`src/rtl/qdl_pkg.sv`:
```
package qdl_pkg;

    localparam int unsigned NUM_CH  = 4;
    localparam int unsigned ADDR_W  = 4;
    localparam int unsigned FIELD_W = ADDR_W + 1;
    localparam int unsigned WORD_W  = NUM_CH * FIELD_W;
    localparam int unsigned MAX_SEL = (1 << ADDR_W) - 1;

    typedef struct packed {
        logic              en;
        logic [ADDR_W-1:0] sel;
    } chan_cfg_t;

endpackage

```
`src/rtl/qdl_sync.sv`:
```
module qdl_sync #(
    parameter int unsigned WIDTH  = 3,
    parameter int unsigned STAGES = 2
) (
    input  logic             clk_i,
    input  logic             rst_ni,
    input  logic [WIDTH-1:0] async_i,
    output logic [WIDTH-1:0] sync_o
);

    typedef struct packed {
        logic [STAGES-1:0][WIDTH-1:0] st;
    } sync_state_t;

    sync_state_t state_d, state_q;

    always_comb begin
        state_d    = state_q;
        state_d.st = {state_q.st[STAGES-2:0], async_i};
    end

    always_ff @(posedge clk_i or negedge rst_ni) begin
        if (!rst_ni) state_q <= '0;
        else         state_q <= state_d;
    end

    assign sync_o = state_q.st[STAGES-1];

endmodule

```
`src/rtl/qdl_cfg_shift.sv`:
```
module qdl_cfg_shift
    import qdl_pkg::*;
(
    input  logic                   clk_i,
    input  logic                   rst_ni,
    input  logic                   sclk_i,
    input  logic                   sdin_i,
    input  logic                   slat_i,
    output logic                   sdout_o,
    output chan_cfg_t [NUM_CH-1:0] cfg_o
);

    typedef struct packed {
        logic [WORD_W-1:0] hold;
        logic [WORD_W-1:0] active;
        logic              sclk_prev;
        logic              slat_prev;
    } shift_state_t;

    shift_state_t state_d, state_q;
    logic         shift_pulse;
    logic         load_pulse;

    always_comb begin
        state_d           = state_q;
        shift_pulse       = sclk_i & ~state_q.sclk_prev;
        load_pulse        = slat_i & ~state_q.slat_prev;
        state_d.sclk_prev = sclk_i;
        state_d.slat_prev = slat_i;
        if (shift_pulse) state_d.hold   = {state_q.hold[WORD_W-2:0], sdin_i};
        if (load_pulse)  state_d.active = state_q.hold;
    end

    always_ff @(posedge clk_i or negedge rst_ni) begin
        if (!rst_ni) state_q <= '0;
        else         state_q <= state_d;
    end

    assign sdout_o = state_q.hold[WORD_W-1];

    for (genvar k = 0; k < NUM_CH; k++) begin : g_field
        assign cfg_o[k] = state_q.active[WORD_W-1-k*FIELD_W -: FIELD_W];
    end

    AST_SHIFT_IN: assert property (@(posedge clk_i) disable iff (!rst_ni)
        shift_pulse |=> (state_q.hold[0] == $past(sdin_i))
                        && (state_q.hold[WORD_W-1:1] == $past(state_q.hold[WORD_W-2:0])));

    AST_ONE_SHIFT: assert property (@(posedge clk_i) disable iff (!rst_ni)
        shift_pulse |=> !shift_pulse);

    AST_LOAD_ONLY: assert property (@(posedge clk_i) disable iff (!rst_ni)
        !load_pulse |=> $stable(state_q.active));

endmodule

```
`src/rtl/qdl_chan.sv`:
```
module qdl_chan
    import qdl_pkg::*;
#(
    parameter int unsigned BASE_LAT = 2,
    parameter int unsigned STEP_LAT = 3
) (
    input  logic      clk_i,
    input  logic      rst_ni,
    input  chan_cfg_t cfg_i,
    input  logic      din_i,
    output logic      dout_o
);

    localparam int unsigned DEPTH = BASE_LAT + MAX_SEL * STEP_LAT;
    localparam int unsigned IDX_W = $clog2(DEPTH);

    typedef struct packed {
        logic [DEPTH-1:0] pipe;
    } chan_state_t;

    chan_state_t      state_d, state_q;
    logic [IDX_W-1:0] tap;

    always_comb begin
        state_d = state_q;
        if (!cfg_i.en) state_d.pipe = '0;
        else           state_d.pipe = {state_q.pipe[DEPTH-2:0], din_i};
    end

    always_ff @(posedge clk_i or negedge rst_ni) begin
        if (!rst_ni) state_q <= '0;
        else         state_q <= state_d;
    end

    always_comb begin
        tap    = IDX_W'(BASE_LAT - 1) + IDX_W'(cfg_i.sel) * IDX_W'(STEP_LAT);
        dout_o = cfg_i.en ? state_q.pipe[tap] : 1'b0;
    end

    AST_FIRST_STAGE: assert property (@(posedge clk_i) disable iff (!rst_ni)
        (cfg_i.en && $past(cfg_i.en)) |-> (state_q.pipe[0] == $past(din_i)));

    AST_REENABLE_QUIET: assert property (@(posedge clk_i) disable iff (!rst_ni)
        $rose(cfg_i.en) |-> (dout_o == 1'b0));

endmodule

```
`src/rtl/quad_delay_line.sv`:
```
module quad_delay_line
    import qdl_pkg::*;
#(
    parameter int unsigned BASE_LAT    = 2,
    parameter int unsigned STEP_LAT    = 3,
    parameter int unsigned SYNC_STAGES = 2
) (
    input  logic              clk,
    input  logic              rst_n,
    input  logic              ser_clk_i,
    input  logic              ser_din_i,
    input  logic              ser_latch_i,
    output logic              ser_dout_o,
    input  logic [NUM_CH-1:0] sig_i,
    output logic [NUM_CH-1:0] sig_o
);

    logic [2:0]             ser_sync;
    chan_cfg_t [NUM_CH-1:0] cfg;

    qdl_sync #(
        .WIDTH  (3),
        .STAGES (SYNC_STAGES)
    ) u_sync (
        .clk_i   (clk),
        .rst_ni  (rst_n),
        .async_i ({ser_latch_i, ser_din_i, ser_clk_i}),
        .sync_o  (ser_sync)
    );

    qdl_cfg_shift u_cfg (
        .clk_i   (clk),
        .rst_ni  (rst_n),
        .sclk_i  (ser_sync[0]),
        .sdin_i  (ser_sync[1]),
        .slat_i  (ser_sync[2]),
        .sdout_o (ser_dout_o),
        .cfg_o   (cfg)
    );

    for (genvar c = 0; c < NUM_CH; c++) begin : g_chan
        qdl_chan #(
            .BASE_LAT (BASE_LAT),
            .STEP_LAT (STEP_LAT)
        ) u_chan (
            .clk_i  (clk),
            .rst_ni (rst_n),
            .cfg_i  (cfg[c]),
            .din_i  (sig_i[c]),
            .dout_o (sig_o[c])
        );
    end

endmodule

```
`config.mk`:
```
export PLATFORM = sky130hd
export DESIGN_NAME = quad_delay_line
export DESIGN_NICKNAME = d
export VERILOG_FILES = /design/src/rtl/qdl_pkg.sv /design/src/rtl/qdl_sync.sv /design/src/rtl/qdl_cfg_shift.sv /design/src/rtl/qdl_chan.sv /design/src/rtl/quad_delay_line.sv
export SDC_FILE = /design/constraint.sdc
export NUM_CORES = 1
export LEC_CHECK = 0
export ABC_AREA = 1
export BUFFER_PORTS_ARGS = -buffer_cell sky130_fd_sc_hd__buf_2
export CORE_MARGIN = 3
export CORE_UTILIZATION = 35
export CTS_CLUSTER_SIZE = 12
export DETAILED_ROUTE_END_ITERATION = 8
export PLACE_DENSITY = 0.6
export SKIP_CTS_REPAIR_TIMING = 1
export SYNTH_ARGS = -nofsm -noshare
export SYNTH_HDL_FRONTEND = slang
export SYNTH_SLANG_ARGS = --single-unit
export TNS_END_PERCENT = 10
```
`constraint.sdc`:
```
create_clock -name clk -period 3.55 [get_ports clk]
set_clock_uncertainty 0.1 [all_clocks]
set_input_delay 0.1775 -clock clk [delete_from_list [all_inputs] [get_ports clk]]
set_output_delay 0.1775 -clock clk [all_outputs]
set_load 0.01 [all_outputs]
```
==> results.json <==
{
  "clk_pin_slew_ns": 0.06,
  "wl_met3_um": 750,
  "path_buf_inv": 4,
  "yosysMostFrequentCell": "nand2_1",
  "max-slew-margin-rel": 0.277,
  "synth-compound-area-share": 0.0548,
  "cts_buffers": 26,
  "io_pins": 14,
  "syn_to_final_growth_pct": 13.2,
  "yosysWarnings": 0,
  "path_class": "reg -> out",
  "cpPeakStageDelay_ns": 0.44,
  "grt_pass1_vias": 7519,
  "n_antenna_cell": 0,
  "tightest_slew_ns": 1.08,
  "cts_tree": "done",
  "setup_ws_ns": 0.314,
  "hold_path_class": "in -> reg",
  "ant_nets": 0,
  "synth_top_family_by_area": "simple AND/OR/NAND/NOR gates",
  "num_rows": 63,
  "synth.avg_cell_area_sq_um": 8.11,
  "finalHoldViolCount": 0,
  "netlist_instances": 1318,
  "design_area_sq_um": 12100,
  "grt_setup_unrepaired": "no",
  "dp_slack_ns": 0.698,
  "final_net_count": 1367,
  "gr-total-overflow": 0,
  "drive_gt1_frac": 0.0666,
  "power_density_nw_per_um2": 600,
  "synth_ff_type": "dfrtp_1",
  "io_buffers": 13,
  "firstDrtPassIters": 4,
  "num_vias": 7679,
  "netlist_top_cells_count": "nand2_1, inv_1, dfrtp_1",
  "cp-start-kind": "flip-flop",
  "synthSimpleGateAreaFrac": 0.231,
  "synth_mux_area_frac": 0.00105,
  "cpMaxStageDelayCell": "dfrtp_1",
  "synth_edf_count": 0,
  "crit_top_cell": "nand2_1",
  "grt_max_degree": 114,
  "worstPathRequired_ns": 3.27,
  "grt_use_total": 0.132,
  "cts.sinks": 236,
  "synthXorXnorAreaFrac": 0.00984,
  "cp_max_fo": 14,
  "synth_area_sq_um": 10700,
  "fmax_mhz": 309,
  "synth_fa_ha_area_frac": 0.0309,
  "outcome": "finished clean",
  "crit_family": "simple AND/OR/NAND/NOR gates",
  "wl_met2_um": 9320,
  "hold_slack_ns": 0.179,
  "drc": 0,
  "start_util": 0.358,
  "netlist.area_leader.share": 0.553,
  "synth-seq-cells": 236,
  "core_area_sq_um": 29900,
  "cts_buffer_depth": 3,
  "drv_slew": 0,
  "placed_cell_area_sq_um": 11100,
  "avgViaCountPerCell": 4.41,
  "ir_drop_uv": 380,
  "drt-initial-drc-count": 550,
  "place_hpwl_um": 13600,
  "die_area_sq_um": 32700,
  "drt-total-wl_um": 21200,
  "drv_cap": 0,
  "fp.dieW_um": 181,
  "fin_crit_ns": 3.24,
  "antenna_found_initial": 0,
  "finalCritPeriodShare": 0.912,
  "clock-root-buffer": "clkbuf_16",
  "setup_violations": 0,
  "synthArstFlopShare": 1.00,
  "gp_congestion": 0.838,
  "yosys-top-cells-area": "dfrtp_1, nand2_1, inv_1",
  "die_y_um": 181,
  "synth_nets": 1351,
  "synth_area_leader_cell": "dfrtp_1",
  "total_leakage_power_nw": 7.48,
  "setup_tns_ns": 0,
  "wl_met1_um": 10600,
  "cp.arrival_ns": 2.96,
  "cp-end-kind": "output port",
  "crit_path_cell_trace": "inv_1 > ha_1 > inv_2 > nand2_2 > nand2_1 > inv_2 > o21ai_0 > nand2_1 > nand3_1 > nand3_1 > nand2_1 > nand2_1 > nor2_1 > buf_2",
  "synth_cell_types": 31,
  "seq_area_frac_synth": 0.553,
  "top_layer_used": "met4",
  "post_drt_wl_per_cell_um": 12.2,
  "h-tree-depth": 1,
  "grt_pass1_wl_um": 37100,
  "insertion_delay_ns": 0.53
}
## where the power goes
group          internal, W  leakage [nW]  switching (W)
registers          0.00277          3.26       0.000119
logic             0.000579          3.79        0.00111
clock network      0.00163         0.429        0.00105
total              0.00498          7.48        0.00228
## metrics by stage
| step | std cells | utilization | power (W) |
|---|---|---|---|
| final | 1742 | 0.405 | 0.00726 |
| after global routing | 1742 | 0.405 | 0.00777 |
| after floorplan | 1318 | - | 0.00419 |
| after CTS | 1734 | 0.402 | 0.00737 |
| after global placement | 1688 | 0.373 | 0.00461 |
| after detailed placement | 1688 | 0.373 | 0.00463 |
## flip-flops by register name, summed over array words and instances, names as in the netlist
| name | flops |
|---|---|
| g_chan.u_chan.state_q | 188 |
| u_cfg.cfg_o | 20 |
| u_cfg.sdout_o | 1 |
| u_cfg.state_q | 21 |
| u_sync.state_d | 3 |
| u_sync.sync_o | 3 |
## routing by layer
metal  GRT usage  vias to the layer above
li1            -                     3907
met1       0.192                     3616
met2       0.203                      116
met3      0.0230                       40
met4      0.0402                        0
met5           0                        -
## cell families (layout without fill, tap and decap cells)
kind of cell | Yosys count | in the layout
flip-flops | 236 | 236
multiplexers | 1 | 1
AO/OA/AOI/OAI | 109 | 109
buffers and inverters | 323 | 357
XOR/XNOR | 12 | 12
AND/OR/NAND/NOR | 613 | 613
adder cells (fa/ha/maj) | 24 | 24
## path summary, 6_finish.rpt
| path | endpoint | from | slack [ns] | depth (start not counted) |
|---|---|---|---|---|
| setup / recovery | sig_o[1] | u_cfg.cfg_o[6] | 0.31 | 14 |
| hold / removal | u_sync.state_d[3] | ser_clk_i | 0.18 | 2 |
| setup reg to reg | u_cfg.cfg_o[4] | u_sync.sync_o[2] | 1.76 | 2 |
| hold reg to reg | u_sync.sync_o[0] | u_sync.state_d[3] | 0.25 | 0 |
| max in group asynchronous | g_chan[1].u_chan.state_q[8] | rst_n | 2.28 | 3 |
| min in group asynchronous | g_chan[0].u_chan.state_q[5] | rst_n | 0.20 | 2 |
## layout by cell type, fill, tap and decap left out, types with 7 or more instances in the layout
master         instances
nor2_1               169
dlygate4sd3_1          8
inv_1                269
nand2_2                7
clkbuf_16             26
nand2_1              360
nand3_1               52
ha_1                  20
buf_2                 12
clkbuf_8               7
xnor2_1                8
dfrtp_1              236
nand3b_1              14
o21ai_0               79
a21oi_1               10
buf_4                 12
## cell type report
| cell class | count | area (sq um) |
|---|---|---|
| Fill cell | 3021 | 17800 |
| Sequential cell | 236 | 5910 |
| Inverter | 276 | 1040 |
| Clock inverter | 7 | 96.3 |
| Timing Repair Buffer | 35 | 285 |
| Clock buffer | 39 | 769 |
| Multi-Input combinational cell | 759 | 3510 |
| Tap cell | 390 | 488 |
No activity file was read; power rests on OpenSTA's default activity.
